==> src/rtl/int_entry_pkg.sv <==
package int_entry_pkg;

  localparam int ADDR_W = 16;
  localparam int DATA_W = 8;
  localparam logic [7:0] STACK_PAGE = 8'h01;
  localparam logic [ADDR_W-1:0] VEC_FIRST = 16'hFFFA;
  localparam int I_BIT = 2;
  localparam int B_BIT = 4;
  localparam int U_BIT = 5;

  typedef enum logic [3:0] {
    S_RLO, S_RHI, S_IDLE, S_PUSH_H, S_PUSH_L, S_PUSH_P,
    S_VLO, S_VHI, S_PULL_P, S_PULL_L, S_PULL_H
  } seqState_e;

  typedef enum logic [1:0] { A_STK, A_STKUP, A_VLO, A_VHI } addrSel_e;
  typedef enum logic [1:0] { W_PCH, W_PCL, W_STAT, W_NONE } wdSel_e;
  typedef enum logic [1:0] { SP_HOLD, SP_DEC, SP_INC, SP_RSV } spStep_e;
  // vector index: address = VEC_FIRST + 2*index
  typedef enum logic [1:0] { V_NMI = 2'd0, V_RST = 2'd1, V_IRQ = 2'd2, V_RSV = 2'd3 } vecSel_e;

  typedef struct packed {
    logic     capture;
    addrSel_e addrSel;
    vecSel_e  vecSel;
    wdSel_e   wdSel;
    spStep_e  spStep;
    logic     we;
    logic     re;
    logic     latchLo;
    logic     pcFromMem;
    logic     statusSetI;
    logic     statusFromMem;
    logic     spLoad;
    logic     bFlag;
  } seqStrobe_t;

endpackage

==> src/rtl/int_entry_ctrl.sv <==
module int_entry_ctrl
  import int_entry_pkg::*;
(
  input  logic       clk,
  input  logic       rstN,
  input  logic       irqN,
  input  logic       nmiN,
  input  logic       instrEnd,
  input  logic       penult,
  input  logic       brkReq,
  input  logic       rtiReq,
  input  logic       iFlag,
  output seqStrobe_t stb,
  output logic       busy
);

  seqState_e state, nextState;
  logic nmiPrev, nmiPend, condLast, armed, isBrk;
  vecSel_e vecReg;

  logic nmiFall, irqLive, reqLive;
  logic startHw, startBrk, startRti, startAny;

  assign nmiFall  = nmiPrev & ~nmiN;
  assign irqLive  = ~irqN & ~iFlag;
  assign reqLive  = nmiPend | nmiFall | irqLive;
  assign startHw  = (state == S_IDLE) & instrEnd & armed;
  assign startBrk = (state == S_IDLE) & instrEnd & ~armed & brkReq;
  assign startRti = (state == S_IDLE) & instrEnd & ~armed & ~brkReq & rtiReq;
  assign startAny = startHw | startBrk | startRti;
  assign busy     = (state != S_IDLE);

  always_ff @(posedge clk or negedge rstN) begin
    if (!rstN) begin
      state    <= S_RLO;
      nmiPrev  <= 1'b1;
      nmiPend  <= 1'b0;
      condLast <= 1'b0;
      armed    <= 1'b0;
      isBrk    <= 1'b0;
      vecReg   <= V_IRQ;
    end else begin
      state    <= nextState;
      nmiPrev  <= nmiN;
      condLast <= reqLive;
      if (nmiFall)
        nmiPend <= 1'b1;
      else if (startHw && nmiPend)
        nmiPend <= 1'b0;
      if (startAny)
        armed <= 1'b0;
      else if (penult)
        armed <= condLast;
      if (startAny) begin
        isBrk  <= startBrk;
        vecReg <= (startHw && nmiPend) ? V_NMI : V_IRQ;
      end
    end
  end

  always_comb begin
    nextState = state;
    stb = '0;
    stb.wdSel = W_NONE;
    stb.vecSel = vecReg;
    unique case (state)
      S_RLO: begin
        stb.addrSel = A_VLO; stb.vecSel = V_RST;
        stb.re = 1'b1; stb.latchLo = 1'b1; stb.capture = 1'b1;
        nextState = S_RHI;
      end
      S_RHI: begin
        stb.addrSel = A_VHI; stb.vecSel = V_RST;
        stb.re = 1'b1; stb.pcFromMem = 1'b1; stb.statusSetI = 1'b1;
        nextState = S_IDLE;
      end
      S_IDLE: begin
        if (startAny) stb.capture = 1'b1;
        if (startHw || startBrk) nextState = S_PUSH_H;
        else if (startRti)       nextState = S_PULL_P;
      end
      S_PUSH_H: begin
        stb.addrSel = A_STK; stb.we = 1'b1; stb.wdSel = W_PCH; stb.spStep = SP_DEC;
        nextState = S_PUSH_L;
      end
      S_PUSH_L: begin
        stb.addrSel = A_STK; stb.we = 1'b1; stb.wdSel = W_PCL; stb.spStep = SP_DEC;
        nextState = S_PUSH_P;
      end
      S_PUSH_P: begin
        stb.addrSel = A_STK; stb.we = 1'b1; stb.wdSel = W_STAT; stb.spStep = SP_DEC;
        stb.bFlag = isBrk;
        nextState = S_VLO;
      end
      S_VLO: begin
        stb.addrSel = A_VLO; stb.re = 1'b1; stb.latchLo = 1'b1;
        nextState = S_VHI;
      end
      S_VHI: begin
        stb.addrSel = A_VHI; stb.re = 1'b1; stb.pcFromMem = 1'b1;
        stb.statusSetI = 1'b1; stb.spLoad = 1'b1;
        nextState = S_IDLE;
      end
      S_PULL_P: begin
        stb.addrSel = A_STKUP; stb.re = 1'b1; stb.statusFromMem = 1'b1; stb.spStep = SP_INC;
        nextState = S_PULL_L;
      end
      S_PULL_L: begin
        stb.addrSel = A_STKUP; stb.re = 1'b1; stb.latchLo = 1'b1; stb.spStep = SP_INC;
        nextState = S_PULL_H;
      end
      S_PULL_H: begin
        stb.addrSel = A_STKUP; stb.re = 1'b1; stb.pcFromMem = 1'b1; stb.spStep = SP_INC;
        stb.spLoad = 1'b1;
        nextState = S_IDLE;
      end
      default: nextState = S_IDLE;
    endcase
  end

endmodule

==> src/rtl/int_entry_dpath.sv <==
module int_entry_dpath
  import int_entry_pkg::*;
(
  input  logic              clk,
  input  logic              rstN,
  input  seqStrobe_t        stb,
  input  logic [ADDR_W-1:0] pcIn,
  input  logic [DATA_W-1:0] statusIn,
  input  logic [7:0]        spIn,
  input  logic [DATA_W-1:0] memRdata,
  output logic [ADDR_W-1:0] memAddr,
  output logic [DATA_W-1:0] memWdata,
  output logic              memWe,
  output logic              memRe,
  output logic [ADDR_W-1:0] pcOut,
  output logic              pcLoad,
  output logic [DATA_W-1:0] statusOut,
  output logic              statusLoad,
  output logic [7:0]        spOut,
  output logic              spLoad
);

  logic [7:0]        spWork;
  logic [ADDR_W-1:0] pcHold;
  logic [DATA_W-1:0] statHold;
  logic [DATA_W-1:0] loByte;
  logic [7:0]        spUp;
  logic [ADDR_W-1:0] vecBase;
  logic [DATA_W-1:0] pushStat;

  always_ff @(posedge clk or negedge rstN) begin
    if (!rstN) begin
      spWork   <= '0;
      pcHold   <= '0;
      statHold <= '0;
      loByte   <= '0;
    end else begin
      if (stb.capture) begin
        spWork   <= spIn;
        pcHold   <= pcIn;
        statHold <= statusIn;
      end else if (stb.spStep == SP_DEC) begin
        spWork <= spWork - 8'd1;
      end else if (stb.spStep == SP_INC) begin
        spWork <= spUp;
      end
      if (stb.latchLo) loByte <= memRdata;
    end
  end

  assign spUp    = spWork + 8'd1;
  assign vecBase = VEC_FIRST + {{(ADDR_W-3){1'b0}}, stb.vecSel, 1'b0};

  always_comb begin
    pushStat = statHold;
    pushStat[U_BIT] = 1'b1;
    pushStat[B_BIT] = stb.bFlag;
  end

  always_comb begin
    unique case (stb.addrSel)
      A_STK:   memAddr = {STACK_PAGE, spWork};
      A_STKUP: memAddr = {STACK_PAGE, spUp};
      A_VLO:   memAddr = vecBase;
      default: memAddr = vecBase | {{(ADDR_W-1){1'b0}}, 1'b1};
    endcase
    unique case (stb.wdSel)
      W_PCH:   memWdata = pcHold[ADDR_W-1:DATA_W];
      W_PCL:   memWdata = pcHold[DATA_W-1:0];
      W_STAT:  memWdata = pushStat;
      default: memWdata = '0;
    endcase
  end

  assign memWe      = stb.we;
  assign memRe      = stb.re;
  assign pcOut      = {memRdata, loByte};
  assign pcLoad     = stb.pcFromMem;
  assign statusOut  = stb.statusFromMem ? memRdata : (statHold | (8'h01 << I_BIT));
  assign statusLoad = stb.statusFromMem | stb.statusSetI;
  assign spOut      = (stb.spStep == SP_INC) ? spUp : spWork;
  assign spLoad     = stb.spLoad;

endmodule

==> src/rtl/cpu_int_entry.sv <==
module cpu_int_entry
  import int_entry_pkg::*;
(
  input  logic              clk,
  input  logic              rstN,
  input  logic              irqN,
  input  logic              nmiN,
  input  logic              instrEnd,
  input  logic              penult,
  input  logic              brkReq,
  input  logic              rtiReq,
  input  logic [ADDR_W-1:0] pcIn,
  input  logic [DATA_W-1:0] statusIn,
  input  logic [7:0]        spIn,
  input  logic [DATA_W-1:0] memRdata,
  output logic [ADDR_W-1:0] memAddr,
  output logic [DATA_W-1:0] memWdata,
  output logic              memWe,
  output logic              memRe,
  output logic [ADDR_W-1:0] pcOut,
  output logic              pcLoad,
  output logic [DATA_W-1:0] statusOut,
  output logic              statusLoad,
  output logic [7:0]        spOut,
  output logic              spLoad,
  output logic              busy
);

  seqStrobe_t stb;

  int_entry_ctrl u_ctrl (
    .clk(clk), .rstN(rstN), .irqN(irqN), .nmiN(nmiN),
    .instrEnd(instrEnd), .penult(penult), .brkReq(brkReq), .rtiReq(rtiReq),
    .iFlag(statusIn[I_BIT]), .stb(stb), .busy(busy)
  );

  int_entry_dpath u_dpath (
    .clk(clk), .rstN(rstN), .stb(stb), .pcIn(pcIn), .statusIn(statusIn),
    .spIn(spIn), .memRdata(memRdata), .memAddr(memAddr), .memWdata(memWdata),
    .memWe(memWe), .memRe(memRe), .pcOut(pcOut), .pcLoad(pcLoad),
    .statusOut(statusOut), .statusLoad(statusLoad), .spOut(spOut), .spLoad(spLoad)
  );

endmodule

==> config.mk <==
export PLATFORM = sky130hd
export DESIGN_NAME = cpu_int_entry
export DESIGN_NICKNAME = d
export VERILOG_FILES = /design/src/rtl/int_entry_pkg.sv /design/src/rtl/int_entry_ctrl.sv /design/src/rtl/int_entry_dpath.sv /design/src/rtl/cpu_int_entry.sv
export SDC_FILE = /design/constraint.sdc
export NUM_CORES = 1
export LEC_CHECK = 0
export BUFFER_PORTS_ARGS = -buffer_cell sky130_fd_sc_hd__buf_2
export CELL_PAD_IN_SITES_DETAIL_PLACEMENT = 1
export CELL_PAD_IN_SITES_GLOBAL_PLACEMENT = 1
export CORE_UTILIZATION = 34
export CTS_CLUSTER_SIZE = 25
export DETAILED_ROUTE_END_ITERATION = 8
export MAX_ROUTING_LAYER = met4
export PLACE_DENSITY = 0.87
export SLEW_MARGIN = 20
export SYNTH_ARGS = -nofsm -noshare
export SYNTH_HDL_FRONTEND = slang
export SYNTH_SLANG_ARGS = --single-unit
==> constraint.sdc <==
create_clock -name clk -period 1.8 [get_ports clk]
set_clock_uncertainty 0.15 [all_clocks]
set_input_delay 0.09 -clock clk [delete_from_list [all_inputs] [get_ports clk]]
set_output_delay 0.09 -clock clk [all_outputs]
set_load 0.02 [all_outputs]
---- Word level (Yosys, flattened, before mapping) ----
Index checks and enable logic that the tools add are counted.
storage, ports and cells
  register bits ........................... 51
  input bits .............................. 48
  word-level logic and storage cells ...... 94
operators by class
  add/subtract/negate cells ............... 3
  equality and inequality tests ........... 18
  multiplexer cells ....................... 28
  bitwise gates (word level) .............. 18
  reduce and logical (&&, ||, !) cells .... 16
operators by type and width
  kind                 number
  $pmux 16 s3          1
  $mux 8               4
  $pmux 4 s8           1
  $pmux 8 s3           1
  $eq 4x3->1 const B   4
  $mux 1               13
  $eq 4x4->1 const B   3
  $pmux 2 s3           2
  $reduce_or 3->1      4
  $add 8x1->8 const B  1
  $and 1x1->1          8
  $eq 4x2->1 const B   2
  $mux 4               2
  $reduce_or 2->1      4
  $sub 8x1->8 const B  1
  $reduce_or 7->1      1
  $eq 2x1->1 const B   3
  $eq 2x2->1 const B   3
  $add 4x4->5 const A  1
  $not 1->1            5
  $or 1x1->1           5
  $eq 4x1->1 const B   1
  $logic_not 2->1      2
  $logic_not 4->1      1
  8 further kinds      10

---- Longest topological paths before layout ----
  depth in word-level cells ............... 9
  mapped depth ............................ 8
  depth with buffers taken out ............ 6

---- Modules after synthesis ----
From an unflattened synthesis, not the netlist that was laid out.
unflattened totals
  cells, all modules ...................... 317
  area total of the unflattened synthesis .. 3131.8 um2
modules (own cells, without submodules)
  module           times used  cells an instance  area an instance (um2)
  int_entry_dpath  1           233                2441.1
  int_entry_ctrl   1           84                 690.7

---- Least setup slack after synthesis ----
No wires, ideal clock.
  path kind ............................... reg2out
  start ................................... reg u_ctrl.state[1]
  end ..................................... out memAddr[7]
  data arrival time ....................... 1970 ps
  required time ........................... 1560 ps
  slack ................................... -410 ps
  cell stages (with the launch flop) ...... 8
  path buffers ............................ 2
  cells stage by stage .................... dfrtp_1 -> buf_6 -> and2_4 -> buf_6 -> nor4_4 -> nand3_1 -> xnor2_1 -> nand2b_1
between the ends
  longest elaborated chain between the ends .. 5
  elaborated cells between the ends (all ways) .. 18
ends and longest elaborated chain
  element                                                              RTL line               source
  start: declaration                                                   int_entry_ctrl.sv:17   seqState_e state, nextState;
  start signal: assignment                                             int_entry_ctrl.sv:43   state <= nextState;
  $eq 4x1->1 (tied with other cells)                                   int_entry_ctrl.sv:66   unique case (state)
  $reduce_or 2->1 (no source line) or $reduce_or 3->1 (tied branches)  --
  $mux 2 or $pmux 2 s3 (tied branches)                                 int_entry_ctrl.sv:66
  $add 4x4->5 (tied with other cells)                                  int_entry_dpath.sv:52  assign vecBase = VEC_FIRST + {{(ADDR_W-3){1'b0}}, stb.vecSel, 1'b0};
  $pmux 16 s3 (*)                                                      int_entry_dpath.sv:61  unique case (stb.addrSel)
  end: declaration                                                     cpu_int_entry.sv:16    output logic [ADDR_W-1:0] memAddr,
Mark *: on every way between the ends. The rest lies on a longest branch, timed or not.

---- Worst setup path in the final report ----
  start ................................... reg u_ctrl.state[0]
  end ..................................... out memAddr[6]
The elaborated chain is that of the path after synthesis.

==> reports/metrics.csv <==
stage;metric;value;unit
run_status;status;finished, violations left;
run_status;failing checks;negative setup slack;
die;Starting Density;34.9;%
die;Die Ht;96.4;um
timing;unrepaired setup endpoints after global routing;yes;
synthesis;post-synthesis register bit count;50;
detailed_routing;DR DRC count;0;
setup_path;worst reg2reg startpoint;u_ctrl.state[2];
timing;Hold Fails Final Rpt;0;
synthesis;Unique masters post-synth;58;
setup_path;cell-by-cell listing of the critical path;and2_4 > nor3_1 > nand3_1 > xnor2_2 > nand2b_4 > buf_2;
clock_network;CTS sink cnt;50;
setup_path;Crit path max-delay family;simple AND/OR/NAND/NOR gates;
detailed_routing;final wirelength;14900;um
synthesis;ranking of synthesized cells by area;dfrtp_1 40%, mux2_1 8.9%, mux2_2 5.6%, buf_4 4.5%, nand2_1 3.0%;
synthesis;post-synth top area share;39.6;%
timing;max-slew violation count;0;
power_and_ir_drop;Seq pwr share;17.6;%
setup_path;worst-path fanout max;4;
timing;setup violators final;84;
die;num rows;34;
synthesis;Mapped Cells;295;
place;dpl hpwl;6750;um
synthesis;ys async rst share;100;%
timing;fin worst setup slack;-0.558;ns
timing;Setup TNS;-23.27;ns
power_and_ir_drop;PwrDens;2250;mW/mm2
layout;most frequent cells in the layout;73 x buf_2, 64 x buf_4, 49 x buf_6, 47 x dlygate4sd3_1, 44 x dfrtp_1;
clock_network;worst-skew pair later-pin latency;0.32;ns
synthesis;number of synthesized flops with an enable pin;0;
die;die width;96.4;um
grt;vias in the first global route;3405;
synthesis;register area share after synthesis;41.4;%
clock_network;H-tree lvl count;2;
min_path;hold_sp;rtiReq;
grt;GRT Overall Usage;27.5;%
detailed_routing;router iterations before antenna repair;4;
layout;Area growth, synth to finish;94.2;%
synthesis;Synth warnings;0;
die;Die Footprint;0.00929;mm2
power_and_ir_drop;clock power share;5.3;%
synthesis;Mapped Area;0.00303;mm2
setup_path;r2r setup slk;-0.46;ns
clock_network;clock slew at reported path FFs;0.11;ns
power_and_ir_drop;internal power;0.00724;W
detailed_routing;WL/cell;23.9;um
power_and_ir_drop;leakage;2.76;nW
timing;Worst-Margin Slew;0.658;ns
clock_network;Root Buffer Master;clkbuf_8;
layout;share of cells above drive strength 1;65.8;%
place;# port buffers;108;
setup_path;slowest CP cell;dfrtp_2;
setup_path;CP Launch Type;register;
grt;initial antenna violation count;0;
power_and_ir_drop;Switching Fraction;45.5;%
setup_path;FF-to-FF path depth;9;
setup_path;critical path required time;1.56;ns
die;core area;0.00868;mm2
clock_network;CTS tree;yes;
detailed_routing;post-route antenna net violation count;0;
setup_path;Critical R2R Capture;u_dpath.spWork[7];
grt;first-pass GRT wire length;18300;um
synthesis;syn_area_per_cell;10.3;um2
detailed_routing;DRT iter0 DRCs;134;
power_and_ir_drop;worst vdd ir;1000;uV
layout;Post-Layout Cell Count;625;
timing;Max Fclk;424;MHz
grt;largest net degree at the start of global routing;27;
timing;final cycle utilization of the critical path;131;%
timing;min Tclk post-route;2.36;ns
timing;Fin Hold WS;0.0132;ns
place;placed cells;519;
synthesis;Yosys top cell by area;dfrtp_1;
min_path;Hold Path Depth;3;
layout;commonest non-fill, non-tap cell in the layout;buf_2;
place;GP Congestion;0.818;
min_path;worst hold path endpoint;u_ctrl.isBrk;
layout;# diodes;0;
setup_path;worst stage delay on the critical path;0.49;ns
place;pre-CTS setup slack;-0.180;ns
clock_network;CTS buffer count;5;
power_and_ir_drop;Logic pwr share;77.1;%
job;max cap viols;0;
setup_path;Setup CP Type;register to primary output;
power_and_ir_drop;Design Power;0.0133;W
setup_path;Crit path buffers/inverters;1;
synthesis;Syn Nets;345;
setup_path;CP arrival;2.12;ns
die;IO Pins;110;
min_path;worst hold path class;input port to register;
detailed_routing;DR vias/cell;5.26;
detailed_routing;vias;3285;
synthesis;Main synth FF type;dfrtp_1;
power_and_ir_drop;Net Sw Power;0.00603;W
timing;Rel. slew slack;56.2;%
grt;remaining global-route overflow;0;
clock_network;CTS max path bufs;2;
setup_path;critical path capture point type;primary output;
layout;Nets;566;
## cells by family after synthesis
group / after synthesis / share of synthesized area [%]
other: 1 / 0.124
DFF: 50 / 41.4
and+or+nand+nor: 83 / 15.1
adders and majority gates: 2 / 0.826
buffers and inverters: 41 / 8.38
muxes: 47 / 17.1
xor gates and xnor gates: 16 / 4.87
AOI/OAI and AO/OA: 55 / 12.2
## through the flow
| stage | util [%] | instance area, um2 |
|---|---|---|
| finish | 67.8 | 5890 |
| global route | 67.8 | 5890 |
| CTS | 59.9 | 5200 |
| detailed placement | 45.9 | 3980 |
| global placement | 45.9 | 3980 |
| floorplan | - | 3180 |
## synthesized netlist by cell type, types with 3 or more instances
master,instances
dfrtp_1,48
mux2_1,24
nand2_1,24
buf_4,18
o21ai_0,16
mux2_2,15
nor2_1,14
nand2b_1,11
xnor2_1,10
buf_2,8
mux2i_1,8
a21oi_1,7
nand3_1,6
nor2b_1,6
nor3_1,6
o21ai_1,6
clkbuf_1,5
inv_1,5
xor2_1,5
a31oi_1,4
buf_6,3
o21a_1,3
## final cells by class
class	count	area [um2]
fill	875	2790
multi-input combinational	204	2200
timing repair buffer	249	2180
sequential	50	1260
tap	108	135
clock buffer	6	72.6
inverter	6	27.5
clock inverter	2	13.8
## state kept, by name, indices dropped and copies added (netlist names)
signal            count
u_dpath.spWork        8
u_ctrl.vecReg         1
u_dpath.statHold      8
u_ctrl.condLast       1
u_ctrl.isBrk          1
u_ctrl.nmiPend        1
u_ctrl.armed          1
u_dpath.pcHold       16
u_dpath.loByte        8
u_ctrl.state          4
u_ctrl.nmiPrev        1
## worst max-delay path by stage
stage,startpoint,endpoint,cells after the start
after detailed placement,u_ctrl.state[1],u_dpath.spWork[2],7
after global routing,u_ctrl.state[0],memAddr[6],6
after global placement,u_ctrl.state[1],memAddr[6],6
after CTS,u_ctrl.state[1],memAddr[7],6
final,u_ctrl.state[0],memAddr[6],6
after floorplan,u_ctrl.state[1],memAddr[3],6
## tightest hold or removal path: stages
cell	delay (ns)
buf_2	0.10
o21ai_1	0.07
a32o_1	0.20
## power groups by stage
| stage | clock [W] | combinational [W] | sequential (W) |
|---|---|---|---|
| after floorplan | 0 | 0.00427 | 0.00216 |
| after global placement | 0 | 0.00596 | 0.00214 |
| after detailed placement | 0 | 0.00619 | 0.00218 |
| after CTS | 0.000673 | 0.00807 | 0.00215 |
| after global routing | 0.000744 | 0.0107 | 0.00237 |
| final | 0.000700 | 0.0102 | 0.00233 |
## routing by layer
layer | routed length [um] | part of all wire [%] | GRT usage (%)
met2 | 8180 | 55 | 49.1
met3 | 636 | 4.3 | 4.23
met1 | 5650 | 38 | 30.0
met4 | 468 | 3.1 | 12.9
met5 | 0 | 0 | -
## repair_timing
action	in CTS	in global routing
gates cloned	4	2
pin swaps	15	29
endpoints found under the setup margin	83	90
resized for setup	117	130
hold buffers	46	1
buffers inserted	23	30
endpoints found under the hold margin	67	2
(Power assumes the default switching activity.)
